[src/rtl/adc_scan_pkg.sv]
// Package: widths and field positions of the input control word, and
// classification helpers for select and gain codes.
package adc_scan_pkg;
    parameter int DATA_W = 32;
    parameter int CH_W   = 5;
    parameter int OFS_W  = 4;
    parameter int GAIN_W = 4;

    // Field LSB positions inside the control word.
    localparam int GAIN_LSB = 24;
    localparam int OFS_LSB  = 20;
    localparam int SCAN_LSB = 16;
    localparam int NEG_LSB  = 8;
    localparam int POS_LSB  = 0;

    // True for unused positive select codes.
    function automatic logic pos_code_rsv(input logic [4:0] c);
        return ((c >= 5'h14) && (c <= 5'h17)) || (c >= 5'h1D);
    endfunction

    // True for unused negative select codes.
    function automatic logic neg_code_rsv(input logic [4:0] c);
        return ((c >= 5'h08) && (c <= 5'h17)) || (c >= 5'h1A);
    endfunction

    // True for unused gain codes.
    function automatic logic gain_code_rsv(input logic [3:0] g);
        return (g >= 4'h5) && (g <= 4'hE);
    endfunction
endpackage

[src/rtl/adc_scan_regs.sv]
// Static fields of the control word: base positive channel, negative
// select, gain and scan length. Assumes a write takes effect at the edge
// where wr_en is high; the running offset lives in adc_scan_offset.
module adc_scan_regs
    import adc_scan_pkg::*;
#(
    parameter int DW = DATA_W,
    parameter int CW = CH_W,
    parameter int OW = OFS_W,
    parameter int GW = GAIN_W
) (
    input  logic          clk,
    input  logic          rst_n,
    input  logic          wr_en,
    input  logic [DW-1:0] wr_data,
    output logic [CW-1:0] pos_base,
    output logic [CW-1:0] neg_q,
    output logic [GW-1:0] gain_q,
    output logic [OW-1:0] scan_len
);
    // Load all static fields on a write, clear on reset.
    always_ff @(posedge clk) begin
        if (!rst_n) begin
            pos_base <= '0;
            neg_q    <= '0;
            gain_q   <= '0;
            scan_len <= '0;
        end else if (wr_en) begin
            pos_base <= wr_data[POS_LSB  +: CW];
            neg_q    <= wr_data[NEG_LSB  +: CW];
            gain_q   <= wr_data[GAIN_LSB +: GW];
            scan_len <= wr_data[SCAN_LSB +: OW];
        end
    end

    p_write_fields_r2: assert property (@(posedge clk) disable iff (!rst_n)
        wr_en |=> (pos_base == $past(wr_data[POS_LSB +: CW])) &&
                  (scan_len == $past(wr_data[SCAN_LSB +: OW])));
    p_hold_fields_r2: assert property (@(posedge clk) disable iff (!rst_n)
        !wr_en |=> $stable(gain_q) && $stable(neg_q));
endmodule

[src/rtl/adc_scan_offset.sv]
// Running scan offset. Steps once per completed conversion while the scan
// length is non-zero and returns to the written start after scan_len steps.
// Assumes wr_en and conv_done are single-cycle strobes; a write wins.
module adc_scan_offset
    import adc_scan_pkg::*;
#(
    parameter int OW = OFS_W
) (
    input  logic          clk,
    input  logic          rst_n,
    input  logic          wr_en,
    input  logic [OW-1:0] wr_ofs,
    input  logic          conv_done,
    input  logic [OW-1:0] scan_len,
    output logic [OW-1:0] ofs_q
);
    logic [OW-1:0] start_q;
    logic [OW-1:0] step_q;
    logic          scan_on;
    logic          at_end;

    // Scan mode and end-of-run detection.
    always_comb begin
        scan_on = (scan_len != '0);
        at_end  = (step_q == scan_len);
    end

    // Offset, start value and step counter update.
    always_ff @(posedge clk) begin
        if (!rst_n) begin
            ofs_q   <= '0;
            start_q <= '0;
            step_q  <= '0;
        end else if (wr_en) begin
            ofs_q   <= wr_ofs;
            start_q <= wr_ofs;
            step_q  <= '0;
        end else if (conv_done && scan_on) begin
            if (at_end) begin
                ofs_q  <= start_q;
                step_q <= '0;
            end else begin
                ofs_q  <= ofs_q + 1'b1;
                step_q <= step_q + 1'b1;
            end
        end
    end

    p_step_r4: assert property (@(posedge clk) disable iff (!rst_n)
        (!wr_en && conv_done && scan_len != '0 && step_q != scan_len)
        |=> ofs_q == $past(ofs_q) + 1'b1);
    p_wrap_r5: assert property (@(posedge clk) disable iff (!rst_n)
        (!wr_en && conv_done && scan_len != '0 && step_q == scan_len)
        |=> ofs_q == $past(start_q));
    p_hold_noscan_r6: assert property (@(posedge clk) disable iff (!rst_n)
        (!wr_en && scan_len == '0) |=> $stable(ofs_q));
    p_write_priority_r7: assert property (@(posedge clk) disable iff (!rst_n)
        wr_en |=> (ofs_q == $past(wr_ofs)) && (step_q == '0));
endmodule

[src/rtl/adc_scan_select.sv]
// Conversion-start capture of the mux selects and gain, with flags for
// unused codes and for a base-plus-offset sum beyond the select range.
// Assumes CW >= OW so the sum fits in CW+1 bits.
module adc_scan_select
    import adc_scan_pkg::*;
#(
    parameter int CW = CH_W,
    parameter int OW = OFS_W,
    parameter int GW = GAIN_W
) (
    input  logic          clk,
    input  logic          rst_n,
    input  logic          conv_start,
    input  logic [CW-1:0] pos_base,
    input  logic [OW-1:0] ofs,
    input  logic [CW-1:0] neg,
    input  logic [GW-1:0] gain,
    output logic [CW-1:0] pos_sel,
    output logic [CW-1:0] neg_sel,
    output logic [GW-1:0] gain_code,
    output logic          sel_rsv,
    output logic          gain_rsv
);
    localparam int SUM_W = CW + 1;

    logic [SUM_W-1:0] pos_sum;
    logic             sum_ovf;
    logic             rsv_now;

    // Positive channel sum and reserved-select decision.
    always_comb begin
        pos_sum = {1'b0, pos_base} + SUM_W'(ofs);
        sum_ovf = pos_sum[CW];
        rsv_now = sum_ovf || pos_code_rsv(pos_sum[4:0]) || neg_code_rsv(neg[4:0]);
    end

    // Capture selects and flags when a conversion starts.
    always_ff @(posedge clk) begin
        if (!rst_n) begin
            pos_sel   <= '0;
            neg_sel   <= '0;
            gain_code <= '0;
            sel_rsv   <= 1'b0;
            gain_rsv  <= 1'b0;
        end else if (conv_start) begin
            pos_sel   <= pos_sum[CW-1:0];
            neg_sel   <= neg;
            gain_code <= gain;
            sel_rsv   <= rsv_now;
            gain_rsv  <= gain_code_rsv(gain[3:0]);
        end
    end

    p_hold_outputs_r3: assert property (@(posedge clk) disable iff (!rst_n)
        !conv_start |=> $stable(pos_sel) && $stable(neg_sel) && $stable(gain_code));
    p_neg_flag_r8: assert property (@(posedge clk) disable iff (!rst_n)
        (conv_start && neg == 5'h09) |=> sel_rsv);
    p_overflow_flag_r9: assert property (@(posedge clk) disable iff (!rst_n)
        (conv_start && ({1'b0, pos_base} + SUM_W'(ofs)) > SUM_W'(31)) |=> sel_rsv);
    p_gain_pass_r10: assert property (@(posedge clk) disable iff (!rst_n)
        conv_start |=> gain_code == $past(gain));
endmodule

[src/rtl/adc_scan_seq.sv]
// Top of the input scan sequencer: control word storage, running offset
// and conversion-start capture. Assumes strobes are synchronous to clk.
module adc_scan_seq
    import adc_scan_pkg::*;
#(
    parameter int DW = DATA_W,
    parameter int CW = CH_W,
    parameter int OW = OFS_W,
    parameter int GW = GAIN_W
) (
    input  logic          clk,
    input  logic          rst_n,
    input  logic          wr_en,
    input  logic [DW-1:0] wr_data,
    output logic [DW-1:0] rd_data,
    input  logic          conv_start,
    input  logic          conv_done,
    output logic [CW-1:0] pos_sel,
    output logic [CW-1:0] neg_sel,
    output logic [GW-1:0] gain_code,
    output logic          sel_rsv,
    output logic          gain_rsv
);
    logic [CW-1:0] pos_base;
    logic [CW-1:0] neg_q;
    logic [GW-1:0] gain_q;
    logic [OW-1:0] scan_len;
    logic [OW-1:0] ofs_q;

    adc_scan_regs #(.DW(DW), .CW(CW), .OW(OW), .GW(GW)) u_regs (
        .clk      (clk),
        .rst_n    (rst_n),
        .wr_en    (wr_en),
        .wr_data  (wr_data),
        .pos_base (pos_base),
        .neg_q    (neg_q),
        .gain_q   (gain_q),
        .scan_len (scan_len)
    );

    adc_scan_offset #(.OW(OW)) u_ofs (
        .clk       (clk),
        .rst_n     (rst_n),
        .wr_en     (wr_en),
        .wr_ofs    (wr_data[OFS_LSB +: OW]),
        .conv_done (conv_done),
        .scan_len  (scan_len),
        .ofs_q     (ofs_q)
    );

    adc_scan_select #(.CW(CW), .OW(OW), .GW(GW)) u_sel (
        .clk        (clk),
        .rst_n      (rst_n),
        .conv_start (conv_start),
        .pos_base   (pos_base),
        .ofs        (ofs_q),
        .neg        (neg_q),
        .gain       (gain_q),
        .pos_sel    (pos_sel),
        .neg_sel    (neg_sel),
        .gain_code  (gain_code),
        .sel_rsv    (sel_rsv),
        .gain_rsv   (gain_rsv)
    );

    // Assemble the read-back word; unused bits are zero.
    always_comb begin
        rd_data = '0;
        rd_data[GAIN_LSB +: GW] = gain_q;
        rd_data[OFS_LSB  +: OW] = ofs_q;
        rd_data[SCAN_LSB +: OW] = scan_len;
        rd_data[NEG_LSB  +: CW] = neg_q;
        rd_data[POS_LSB  +: CW] = pos_base;
    end

    p_reset_clear_r1: assert property (@(posedge clk)
        !rst_n |=> (rd_data == '0) && (pos_sel == '0) && !sel_rsv && !gain_rsv);
endmodule

[config.mk]
export PLATFORM = sky130hd
export DESIGN_NAME = adc_scan_seq
export DESIGN_NICKNAME = d
export VERILOG_FILES = /design/src/rtl/adc_scan_pkg.sv /design/src/rtl/adc_scan_regs.sv /design/src/rtl/adc_scan_offset.sv /design/src/rtl/adc_scan_select.sv /design/src/rtl/adc_scan_seq.sv
export SDC_FILE = /design/constraint.sdc
export NUM_CORES = 1
export LEC_CHECK = 0
export BUFFER_PORTS_ARGS = -buffer_cell sky130_fd_sc_hd__buf_2
export CAP_MARGIN = 15
export CELL_PAD_IN_SITES_DETAIL_PLACEMENT = 1
export CELL_PAD_IN_SITES_GLOBAL_PLACEMENT = 1
export CORE_UTILIZATION = 38
export CTS_BUF_LIST = sky130_fd_sc_hd__clkbuf_4
export DETAILED_ROUTE_END_ITERATION = 7
export PLACE_DENSITY_LB_ADDON = 0.08
export SLEW_MARGIN = 20
export SYNTH_ARGS = -nofsm -noshare
export SYNTH_HDL_FRONTEND = slang
export SYNTH_HIERARCHICAL = 1
export SYNTH_SLANG_ARGS = --single-unit
export TNS_END_PERCENT = 50
[constraint.sdc]
create_clock -name clk -period 2.29 [get_ports clk]
set_clock_uncertainty 0.05 [all_clocks]
set_input_delay 0 -clock clk [delete_from_list [all_inputs] [get_ports clk]]
set_output_delay 0 -clock clk [all_outputs]
set_load 0.01 [all_outputs]
==> implementation parameters, run 1 <==
Parameter                              Value

Clock network
  CTS-repair resized insts ... 0
  Clock sinks ... 46
  CTS Buffer Depth ... 2
  Clock-pin slew of the registers on the worst-case setup and hold paths ... about 0.15 ns
  TritonCTS buffer count ... 5
  CTS tree ... built
  Clk root buf ... sky130_fd_sc_hd__clkbuf_4
  Clock insertion delay at the later pin of the skew report ... approximately 0.36 ns
  Level count of the clock H-tree ... 2

Critical path
  CP peak stage delay ... about 0.45 ns
  Family with the most delay on the worst path ... adder cells
  Startpoint kind of the worst setup timing path ... flop
  CP Buf/Inv Count ... 1
  Required time at the endpoint of the critical path ... roughly 2.5 ns
  Type of the worst setup path ... flop to flop
  Crit path max fanout ... 6
  Standard cell with the maximum stage delay on the critical path ... sky130_fd_sc_hd__dfxtp_1
  Arrival time worst endpoint ... 2.24 ns
  Endpoint type of the worst setup path ... flop
  Critical-path cell list ... ha_1, inv_1, fa_1, nand2b_1, a21oi_2, xor2_2, o311ai_1, a21oi_1

Logic synthesis
  Synth warn ... 6
  Mean instance size in the synthesized netlist ... around 10 sq um
  Yosys reg bits ... between 40 and 50
  Instance count of the mapped netlist ... between 200 and 250
  Mapped Area ... 2258 sq um
  Post-synth cell types ... 43
  Sequential element share of the synthesized area ... approximately two fifths
  Number of enable-type register cells in the synthesized netlist ... 0
  Async set-reset flop share out of synthesis ... 0%
  Ys flop type ... sky130_fd_sc_hd__dfxtp_1

STA
  Portion of the clock cycle consumed by the worst path in the final layout ... between 80% and 90%
  Setup slack after layout ... 0.3022 ns
  Minimum clock period after layout ... a little under 2 ns
  Slew Limit Fails ... 0
  RSZ-0062 raised after global routing ... false
  Slew headroom ... between 50% and 60%
  Number of setup violations in the final report ... 0
  Fmax ... just over 500 MHz
  Hold Fails Final Rpt ... 0
  Actual slew at the worst max-slew pin ... ~0.63 ns
  Sum of negative setup slack ... 0 ns

Routing
  Detail-routed net length per standard cell ... around 14 um
  Vias ... approximately 1.8k
  DRT Pass-1 Iters ... 3
  Routed vias/inst ... a little under 5
  DR iter-0 viols ... 31
  DRC violations left ... 0
  Total wire length ... around 5.2 mm
  Remaining number of nets flagged by the antenna check after routing ... 0

Floorplan
  Die Footprint ... 6255 sq um
  Core box area ... roughly 5600 sq um
  Die height ... approximately 80 um
  Starting utilization of the core area ... between 40% and 50%
  Placement row count ... 27
  Die outline width ... 79.09 um
  Top Ports ... between 80 and 90

Cells and area
  Share of final-layout standard cells stronger than drive strength 1 ... between 20% and 30%
  Synth-to-layout area growth ... 28.31%
  Area taken by flip-flops and latches ... between 900 and 1000 sq um
  Layout Cells excl Fill ... between 300 and 400
  Layout net count ... between 300 and 400
  Final-layout fill cell count ... between 600 and 700
  Combined area of the multi-input logic cells ... 1205 sq um
  Post-route core utilization ... 51.67%
  Count of inserted antenna diode cells ... 0

Placement
  Number of port buffers ... between 60 and 70
  Global placer's final weighted congestion ... ~0.76
  Cell count after placement ... between 300 and 400
  Worst slack at placement ... 0.2852 ns
  HPWL reported at the end of detailed placement ... 3.636 mm

Status
  Result of the run ... complete, no violations

Power and ir drop
  Cell Pwr Density ... 592.5 nW/um^2
  Static Leakage ... approximately 0.0014 uW
  Peak supply drop ... approximately 0.33 mV

GRT
  Antenna violations before repair ... 0
  Global router's overall resource usage ... 17.50%
  Pin count of the biggest net entering global routing ... 37
  Global-route wire length before repair ... about 8.5 mm
  Remaining global-route overflow ... 0
  Number of global-route vias before repair ... between 1.5k and 2k

Worst hold path
  Worst hold path type ... input port to flop

Run
  Max-cap violations ... 0
-- cells in the final DEF (no fill, tap or decap), types with 4 or more instances in the layout --
master                           n
sky130_fd_sc_hd__dfxtp_1        46
sky130_fd_sc_hd__nand2b_1        4
sky130_fd_sc_hd__buf_2          64
sky130_fd_sc_hd__xnor2_1         7
sky130_fd_sc_hd__nor2b_1        30
sky130_fd_sc_hd__clkbuf_4        6
sky130_fd_sc_hd__inv_1           7
sky130_fd_sc_hd__dlygate4sd3_1  23
sky130_fd_sc_hd__nor2_1         10
sky130_fd_sc_hd__nand2_1         6
sky130_fd_sc_hd__conb_1         10
sky130_fd_sc_hd__mux2i_1        38
sky130_fd_sc_hd__a21oi_1         4
sky130_fd_sc_hd__ha_1            7
sky130_fd_sc_hd__nand3_1         5
-- synthesized netlist by cell type (2+ instances only) --
master / n / area share, %
sky130_fd_sc_hd__mux2i_1: 38 / 17
sky130_fd_sc_hd__o21ai_0: 3 / 0.66
sky130_fd_sc_hd__buf_6: 2 / 1.0
sky130_fd_sc_hd__dfxtp_1: 46 / 41
sky130_fd_sc_hd__o22ai_1: 3 / 0.83
sky130_fd_sc_hd__inv_1: 7 / 1.2
sky130_fd_sc_hd__nor2b_1: 30 / 8.3
sky130_fd_sc_hd__nor2_1: 10 / 1.7
sky130_fd_sc_hd__nand2b_1: 4 / 1.1
sky130_fd_sc_hd__nand3_1: 5 / 1.1
sky130_fd_sc_hd__nand2_1: 6 / 1.0
sky130_fd_sc_hd__a22oi_1: 3 / 1.0
sky130_fd_sc_hd__xnor2_1: 7 / 2.7
sky130_fd_sc_hd__ha_1: 7 / 3.9
sky130_fd_sc_hd__buf_4: 12 / 4.0
sky130_fd_sc_hd__o311ai_1: 2 / 0.78
sky130_fd_sc_hd__a21oi_1: 4 / 0.89
sky130_fd_sc_hd__a31oi_1: 2 / 0.55
sky130_fd_sc_hd__clkbuf_1: 2 / 0.33
-- worst register-to-register path: stages, from the launching register on --
cell                       delay (ns)
sky130_fd_sc_hd__dfxtp_1         0.45
sky130_fd_sc_hd__ha_1            0.22
sky130_fd_sc_hd__inv_1           0.06
sky130_fd_sc_hd__fa_1            0.40
sky130_fd_sc_hd__nand2b_1        0.17
sky130_fd_sc_hd__a21oi_2         0.17
sky130_fd_sc_hd__xor2_2          0.16
sky130_fd_sc_hd__o311ai_1        0.11
sky130_fd_sc_hd__a21oi_1         0.15
-- cell type report --
class	count	area share, %
clock buffer	6	1.554
timing repair buffer	90	19.78
inverter	7	0.9067
clock inverter	2	1.295
tap	72	3.109
multi-input combinational	156	41.58
sequential	46	31.78
-- kinds of logic (layout without fill, tap and decap cells) --
group                    Yosys count  in the layout  share of synthesized area, %
XOR/XNOR                           9              9                         3.823
AND/OR/NAND/NOR                   65             65                         17.01
multiplexers                      39             39                         17.34
flip-flops                        46             46                         40.78
other                              1             10                        0.1660
adder cells (fa/ha/maj)            8              8                         4.764
buffers and inverters             24            105                         7.369
AO/OA/AOI/OAI                     25             25                         8.754
-- through the flow --
stage | power, uW | hold WS [ns] | area (sq um)
after detailed placement | 1201 | 0.2166 | 2585
after global placement | 1195 | 0.2058 | 2585
after floorplan | 1111 | 0.07817 | 2292
final | 1717 | 0.05128 | 2898
after global routing | 1814 | 0.04824 | 2898
after CTS | 1747 | 0.03061 | 2898
-- final timing paths --
path              slack, ns                        start  depth (start not counted)                            to
setup / recovery       0.30  u_ofs/ofs_q[0]$_SDFFE_PN0P_                          8    u_sel/sel_rsv$_SDFFE_PN0P_
hold / removal         0.05                        rst_n                          3  u_ofs/step_q[3]$_SDFFE_PP0P_
setup reg to reg       0.30  u_ofs/ofs_q[0]$_SDFFE_PN0P_                          8    u_sel/sel_rsv$_SDFFE_PN0P_
hold reg to reg        0.44  u_sel/gain_rsv$_SDFFE_PN0P_                          2   u_sel/gain_rsv$_SDFFE_PN0P_
-- state kept, by name, indices dropped and copies added, names as in the netlist --
| signal | flops |
|---|---|
| u_sel/neg_sel | 5 |
| u_ofs/start_q | 4 |
| u_ofs/step_q | 4 |
| u_sel/sel_rsv | 1 |
| u_sel/gain_code | 4 |
| u_regs/pos_base | 5 |
| u_regs/gain_q | 4 |
| u_ofs/ofs_q | 4 |
| u_regs/scan_len | 4 |
| u_sel/gain_rsv | 1 |
| u_regs/neg_q | 5 |
| u_sel/pos_sel | 5 |
-- where the power goes --
part           leakage, uW  switching, uW  internal (uW)
sequential        0.000378           41.6            844
combinational     0.000936            161            164
clock            0.0000419            264            242
-- metal layers --
metal | vias to the layer above | track usage, % | share of wire, %
li1 | 907 | - | -
met1 | 866 | 22.32 | 46
met2 | 42 | 29.48 | 49
met3 | 5 | 3.563 | 3.8
met4 | 0 | 5.455 | 1.0
met5 | - | 0 | 0
-- repair_timing --
item | CTS | global route
endpoints found under the setup margin | 0 | 0
hold buffers | 23 | 0
endpoints found under the hold margin | 28 | 0
setup buffers | 0 | 0
Power figures use the tool's default switching activity.
==> run 2, diff against run 1 <==
SETUP_SLACK_MARGIN = 0.5   (was not set)
==> run 2 against run 1 <==
Compared with the run above: flip-flop and latch count unchanged; critical path depth unchanged; die area unchanged; routed wire length up 5.0%; utilization up 0.54 points; hold slack worse by 0.021 ns; highest routed layer unchanged.
==> implementation parameters, run 2 (same netlist as run 1, synthesis figures left out) <==
Parameter                              Value

Status
  Result of the run ... complete, no violations

STA
  Actual slew at the worst max-slew pin ... 0.6019 ns (-0.03104 ns)
  Slew headroom ... 59.43% (+2.1 points)
  RSZ-0062 raised after global routing ... true
  Hold Fails Final Rpt ... 0 (unchanged)
  Worst hold margin ... 0.03044 ns (-0.02085 ns)
  Minimum clock period after layout ... 1.726 ns (-0.2616 ns)
  Sum of negative setup slack ... 0 ns (unchanged)
  Fmax ... 579.3 MHz (+15%)
  Number of setup violations in the final report ... 0 (unchanged)
  Slew Limit Fails ... 0 (unchanged)
  Portion of the clock cycle consumed by the worst path in the final layout ... 75.38% (-11 points)

Clock network
  Clock insertion delay at the later pin of the skew report ... 0.37 ns (about the same)
  CTS tree ... built
  Level count of the clock H-tree ... 2 (unchanged)
  Clock-pin slew of the registers on the worst-case setup and hold paths ... 0.16 ns (about the same)
  Clk root buf ... sky130_fd_sc_hd__clkbuf_4
  TritonCTS buffer count ... 5 (unchanged)
  Clock sinks ... 46 (unchanged)
  CTS Buffer Depth ... 2 (unchanged)

Worst hold path
  Worst hold endpoint ... u_ofs/step_q[3]$_SDFFE_PP0P_
  Worst Hold Launch ... rst_n
  Number of stages on the worst hold path ... 3 (unchanged)
  Worst hold path type ... input port to flop

Routing
  Total wire length ... 5.437 mm (+5.0%)
  Detail-routed net length per standard cell ... 14.31 um (+4.7%)
  DRT Pass-1 Iters ... 4 (+1)
  Remaining number of nets flagged by the antenna check after routing ... 0 (unchanged)
  Vias ... 1840 (+1.1%)
  Routed vias/inst ... 4.842 (+0.83%)
  DR iter-0 viols ... 61 (+97%)
  DRC violations left ... 0 (unchanged)

Floorplan
  Die height ... 79.09 um (unchanged)
  Placement row count ... 27 (unchanged)
  Core box area ... 5608 sq um (unchanged)
  Die Footprint ... 6255 sq um (unchanged)
  Top Ports ... 85 (unchanged)
  Die outline width ... 79.09 um (unchanged)
  Starting utilization of the core area ... 40.27% (unchanged)

Critical path
  Standard cell with the maximum stage delay on the critical path ... sky130_fd_sc_hd__dfxtp_2
  Crit path max fanout ... 2 (-4)
  Startpoint kind of the worst setup timing path ... flop
  Required time at the endpoint of the critical path ... 2.55 ns (about the same)
  Reg2Reg Launch Point ... u_regs/pos_base[0]$_SDFFE_PN0P_
  CP peak stage delay ... 0.38 ns (-0.07 ns)
  Reg-to-reg slack, setup ... 0.56 ns (+0.26 ns)
  CP Buf/Inv Count ... 1 (unchanged)
  Endpoint type of the worst setup path ... flop
  Critical-path cell list ... ha_4, inv_1, fa_2, nand2b_4, a21oi_4, xor2_2, o311ai_2, a21oi_1
  Family with the most delay on the worst path ... adder cells
  Type of the worst setup path ... flop to flop
  R2R depth ... 8 (unchanged)
  Arrival time worst endpoint ... 1.98 ns (-0.26 ns)
  Capture instance of the worst register-to-register path ... u_sel/sel_rsv$_SDFFE_PN0P_

Placement
  Number of port buffers ... 64 (unchanged)
  HPWL reported at the end of detailed placement ... 3.676 mm (+1.1%)
  Cell count after placement ... 347 (-0.29%)
  Global placer's final weighted congestion ... 0.7400 (-3.1%)

Cells and area
  Share of final-layout standard cells stronger than drive strength 1 ... 30.19% (+2.5 points)
  Most common cell after layout, fill and taps aside ... sky130_fd_sc_hd__buf_2
  Count of inserted antenna diode cells ... 0 (unchanged)
  Synth-to-layout area growth ... 29.64%
  Commonest non-fill, non-tap cells in the layout ... 64 x sky130_fd_sc_hd__buf_2, 43 x sky130_fd_sc_hd__dfxtp_1, 38 x sky130_fd_sc_hd__mux2i_1
  Layout net count ... 352 (+0.28%)
  Layout Cells excl Fill ... 380 (+0.26%)

Power and ir drop
  Switching Fraction ... 30.34% (+3.2 points)
  Internal power summed over all cells ... 1138 uW (-9.0%)
  P_sw ... 495.6 uW (+6.2%)
  Peak supply drop ... 0.2821 mV (-13%)
  Static Leakage ... 0.001358 uW (+0.13%)
  Share of power burned in registers ... 54.3% (+2.7 points)
  Combinational power share ... 20.8% (+1.9 points)
  Fraction of power consumed by the clock network ... 24.9% (-4.6 points)
  Cell Pwr Density ... 557.9 nW/um^2 (-5.8%)

Run
  Max-cap violations ... 0 (unchanged)

GRT
  Number of global-route vias before repair ... 1825 (+0.50%)
  Global-route wire length before repair ... 8.707 mm (+2.2%)
  Pin count of the biggest net entering global routing ... 37 (unchanged)
  Global router's overall resource usage ... 17.96% (+0.46 points)
  Remaining global-route overflow ... 0 (unchanged)
  Antenna violations before repair ... 0 (unchanged)
==> run 2: per-layer routing <==
metal / up-vias / GRT usage, % / wire length, um
li1: 904 / - / -
met1: 885 / 21.52 / 2393
met2: 47 / 31.38 / 2791
met3: 4 / 4.598 / 217
met4: 0 / 5.273 / 35
met5: - / 0 / 0
==> run 2: area by class of cell <==
class                   count  area, sq um
multi-input cells         156         1242
clock buffers               5        37.54
fillers                   676         2680
clock inverters             3        23.77
well taps                  72        90.09
repair buffers             91        580.6
flip-flops and latches     46        927.1
inverters                   7        26.28
==> run 2: what timing repair did <==
action	in CTS	in global routing
hold buffers	23	0
gates resized for setup	3	2
endpoints found under the hold margin	30	0
endpoints found under the setup margin	2	2
buffers inserted	2	0
pin swaps	0	2
==> run 2: worst max path at each step <==
| stage | from | to | depth (start not counted) |
|---|---|---|---|
| 2_1_floorplan | u_ofs/ofs_q[0]$_SDFFE_PN0P_ | u_sel/sel_rsv$_SDFFE_PN0P_ | 8 |
| 3_3_place_gp | u_ofs/ofs_q[0]$_SDFFE_PN0P_ | u_sel/sel_rsv$_SDFFE_PN0P_ | 8 |
| 3_5_place_dp | u_ofs/ofs_q[0]$_SDFFE_PN0P_ | u_sel/sel_rsv$_SDFFE_PN0P_ | 8 |
| 4_1_cts | u_ofs/ofs_q[0]$_SDFFE_PN0P_ | u_sel/sel_rsv$_SDFFE_PN0P_ | 8 |
| 5_1_grt | u_regs/pos_base[1]$_SDFFE_PN0P_ | u_sel/sel_rsv$_SDFFE_PN0P_ | 7 |
| 6_report | u_regs/pos_base[0]$_SDFFE_PN0P_ | u_sel/sel_rsv$_SDFFE_PN0P_ | 8 |
==> run 2: stage by stage <==
| stage | power (uW) | utilization, % | setup slack, ns | cell area, sq um |
|---|---|---|---|---|
| 2_1_floorplan | 1113 | - | 0.5068 | 2307 |
| 3_3_place_gp | 1197 | 46.23 | 0.4403 | 2592 |
| 3_5_place_dp | 1204 | 46.23 | 0.4239 | 2592 |
| 4_1_cts | 1649 | 51.90 | 0.5111 | 2910 |
| 5_1_grt | 1731 | 52.21 | 0.4500 | 2928 |
| 6_report | 1634 | 52.21 | 0.5638 | 2928 |
==> run 2: worst register-to-register path: stages, from the launching register on <==
cell and delay, ns:
sky130_fd_sc_hd__dfxtp_2 0.38, sky130_fd_sc_hd__ha_4 0.14, sky130_fd_sc_hd__inv_1 0.05, sky130_fd_sc_hd__fa_2 0.34, sky130_fd_sc_hd__nand2b_4 0.16, sky130_fd_sc_hd__a21oi_4 0.14, sky130_fd_sc_hd__xor2_2 0.18, sky130_fd_sc_hd__o311ai_2 0.11
sky130_fd_sc_hd__a21oi_1 0.13
==> run 2: power by group through the flow <==
stage / combinational (uW) / sequential (uW) / clock [uW]
4_1_cts: 337 / 886 / 425
3_3_place_gp: 293 / 904 / 0
3_5_place_dp: 298 / 906 / 0
6_report: 340 / 887 / 407
5_1_grt: 374 / 895 / 461
2_1_floorplan: 198 / 915 / 0
==> run 3, diff against run 2 <==
clock period = 1.7 ns   (was 2.29 ns; I/O delays follow)
==> run 3 against run 2 <==
Compared with the run above: combinational power up 56%; setup slack worse by 0.55 ns; clock power up 30%; fmax up 2.4%; non-clock buffer count up 11; count of clock-buffer cells in the layout unchanged; cell count up 2.9%; cell area up 8.8%; die area unchanged; sequential power up 35%; critical endpoint unchanged; highest routed layer unchanged.
==> implementation parameters, run 3 (same netlist as run 1, synthesis figures left out) <==
Parameter                              Value

Critical path
  R2R depth ... 8 (unchanged)
  Type of the worst setup path ... flop to flop
  Endpoint type of the worst setup path ... flop
  Crit path max fanout ... 2 (unchanged)
  Capture instance of the worst register-to-register path ... u_sel/sel_rsv$_SDFFE_PN0P_
  Arrival time worst endpoint ... 1.94 ns (-0.04 ns)
  CP peak stage delay ... 0.38 ns (about the same)
  Critical-path cell list ... ha_4, inv_2, fa_2, nand2b_4, a21oi_4, xor2_2, o311ai_1, a21oi_1
  Standard cell with the maximum stage delay on the critical path ... sky130_fd_sc_hd__dfxtp_4
  Reg-to-reg slack, setup ... 0.02 ns (-0.55 ns)
  Startpoint kind of the worst setup timing path ... flop
  Reg2Reg Launch Point ... u_regs/pos_base[0]$_SDFFE_PN0P_
  Required time at the endpoint of the critical path ... 1.96 ns (-0.59 ns)

GRT
  Pin count of the biggest net entering global routing ... 37 (unchanged)
  Global-route wire length before repair ... 9.121 mm (+4.8%)
  Number of global-route vias before repair ... 1947 (+6.7%)
  Remaining global-route overflow ... 0 (unchanged)
  Global router's overall resource usage ... 18.96% (+1.0 points)
  Antenna violations before repair ... 0 (unchanged)

Cells and area
  Share of final-layout standard cells stronger than drive strength 1 ... 40.44% (+10 points)
  Combined area of the multi-input logic cells ... 1384 sq um (+11%)
  Layout Cells excl Fill ... 391 (+2.9%)
  Most common cell after layout, fill and taps aside ... sky130_fd_sc_hd__buf_2
  Area taken by flip-flops and latches ... 947.2 sq um (+2.2%)
  Synth-to-layout area growth ... 41.00%
  Commonest non-fill, non-tap cells in the layout ... 64 x sky130_fd_sc_hd__buf_2, 38 x sky130_fd_sc_hd__mux2i_1, 35 x sky130_fd_sc_hd__dfxtp_1
  Layout net count ... 363 (+3.1%)
  Final-layout fill cell count ... 652 (-3.6%)
  Count of inserted antenna diode cells ... 0 (unchanged)

Floorplan
  Die height ... 79.09 um (unchanged)
  Die Footprint ... 6255 sq um (unchanged)
  Top Ports ... 85 (unchanged)
  Starting utilization of the core area ... 40.27% (unchanged)
  Die outline width ... 79.09 um (unchanged)
  Placement row count ... 27 (unchanged)
  Core box area ... 5608 sq um (unchanged)

Power and ir drop
  Cell Pwr Density ... 707.6 nW/um^2 (+27%)
  Peak supply drop ... 0.4761 mV (+69%)
  Tot Pwr ... 2253 uW (+38%)
  Static Leakage ... 0.001452 uW (+7.0%)

STA
  Hold Fails Final Rpt ... 0 (unchanged)
  Number of setup violations in the final report ... 0 (unchanged)
  Minimum clock period after layout ... 1.685 ns (-0.04127 ns)
  Slew Limit Fails ... 0 (unchanged)
  Portion of the clock cycle consumed by the worst path in the final layout ... 99.12% (+24 points)
  Worst hold margin ... 0.01772 ns (-0.01271 ns)
  Fmax ... 593.5 MHz (+2.4%)
  RSZ-0062 raised after global routing ... true

Routing
  DR iter-0 viols ... 46 (-25%)
  Detail-routed net length per standard cell ... 14.33 um (+0.14%)
  Total wire length ... 5.602 mm (+3.0%)
  Remaining number of nets flagged by the antenna check after routing ... 0 (unchanged)
  DRT Pass-1 Iters ... 5 (+1)
  DRC violations left ... 0 (unchanged)
  Vias ... 1897 (+3.1%)
  Routed vias/inst ... 4.852 (+0.20%)

Clock network
  CTS Buffer Depth ... 2 (unchanged)
  Clock sinks ... 46 (unchanged)
  Clock insertion delay at the later pin of the skew report ... 0.37 ns (about the same)
  Clock-pin slew of the registers on the worst-case setup and hold paths ... 0.14 ns (-0.02 ns)
  TritonCTS buffer count ... 5 (unchanged)
  Level count of the clock H-tree ... 2 (unchanged)
  CTS tree ... built
  Clk root buf ... sky130_fd_sc_hd__clkbuf_4

Run
  Max-cap violations ... 0 (unchanged)

Worst hold path
  Worst hold path type ... input port to flop
  Number of stages on the worst hold path ... 3 (unchanged)
  Worst Hold Launch ... wr_en
  Worst hold endpoint ... u_regs/scan_len[2]$_SDFFE_PN0P_

Placement
  Global placer's final weighted congestion ... 0.7338 (-0.84%)
  HPWL reported at the end of detailed placement ... 3.688 mm (+0.31%)
  Cell count after placement ... 352 (+1.4%)
  Number of port buffers ... 64 (unchanged)

Status
  Result of the run ... complete, no violations
## run 3: changes by cell type in the layout (fill, tap and decap cells not counted), moves of 4 or more
cell,delta
sky130_fd_sc_hd__buf_4,+7
sky130_fd_sc_hd__xnor2_1,-6
sky130_fd_sc_hd__buf_6,+4
sky130_fd_sc_hd__dfxtp_4,+4
sky130_fd_sc_hd__dfxtp_2,+4
sky130_fd_sc_hd__dfxtp_1,-8
sky130_fd_sc_hd__xnor2_2,+5
## run 3: worst max-delay path by stage
stage,startpoint,endpoint,slack (ns),cells after the start
3_3_place_gp,u_regs/pos_base[0]$_SDFFE_PN0P_,u_sel/sel_rsv$_SDFFE_PN0P_,0.02,8
4_1_cts,u_regs/pos_base[0]$_SDFFE_PN0P_,u_sel/sel_rsv$_SDFFE_PN0P_,-0.005,8
3_5_place_dp,u_regs/pos_base[0]$_SDFFE_PN0P_,u_sel/sel_rsv$_SDFFE_PN0P_,-0.02,8
5_1_grt,u_regs/pos_base[0]$_SDFFE_PN0P_,u_sel/sel_rsv$_SDFFE_PN0P_,-0.07,8
2_1_floorplan,u_ofs/ofs_q[0]$_SDFFE_PN0P_,u_sel/sel_rsv$_SDFFE_PN0P_,0.03,8
6_report,u_regs/pos_base[0]$_SDFFE_PN0P_,u_sel/sel_rsv$_SDFFE_PN0P_,0.02,8
## run 3: per-layer routing
layer  track usage [%]  share of wire, %
met1             22.52                45
met2             33.79                50
met3             3.678               3.7
met4             6.545               1.3
met5                 0                 0
## run 3: worst max-delay path: cells and delay by family (launching register included)
family                     cells  cell delay (ns)
buffers and inverters          1             0.04
adders and majority gates      2             0.46
xor gates and xnor gates       1             0.17
AOI/OAI and AO/OA              3             0.38
and+or+nand+nor                1             0.15
DFF                            1             0.38
## run 3: timing repair
item,in CTS,in global routing
buffers inserted,6,2
resized for setup,26,6
hold endpoints to repair,27,0
hold buffers,23,0
endpoints found under the setup margin,13,13
pin swaps,17,12
## run 3: per-stage QoR
stage          setup slack [ns]  util (%)  setup TNS [ns]  instance area (sq um)
5_1_grt                -0.07306     56.78        -0.08102                   3184
6_report                0.01502     56.78               0                   3184
3_5_place_dp           -0.02368     47.41        -0.02368                   2659
4_1_cts               -0.005468     56.00       -0.005468                   3141
3_3_place_gp            0.02101     47.41               0                   2659
2_1_floorplan           0.02689         -               0                   2336
## run 3: final cells by class
| type | count | share of cell area, % |
|---|---|---|
| Clock buffer | 5 | 1.179 |
| Clock inverter | 3 | 0.6680 |
| Inverter | 7 | 0.8251 |
| Tap cell | 72 | 2.829 |
| Timing Repair Buffer | 102 | 21.30 |
| Multi-Input combinational cell | 156 | 43.46 |
| Sequential cell | 46 | 29.74 |
## run 3: power by group
| group | switching, uW | leakage (uW) | internal [uW] |
|---|---|---|---|
| Sequential | 60.4 | 0.000383 | 1140 |
| Clock | 367 | 0.0000312 | 161 |
| Combinational | 251 | 0.00104 | 278 |
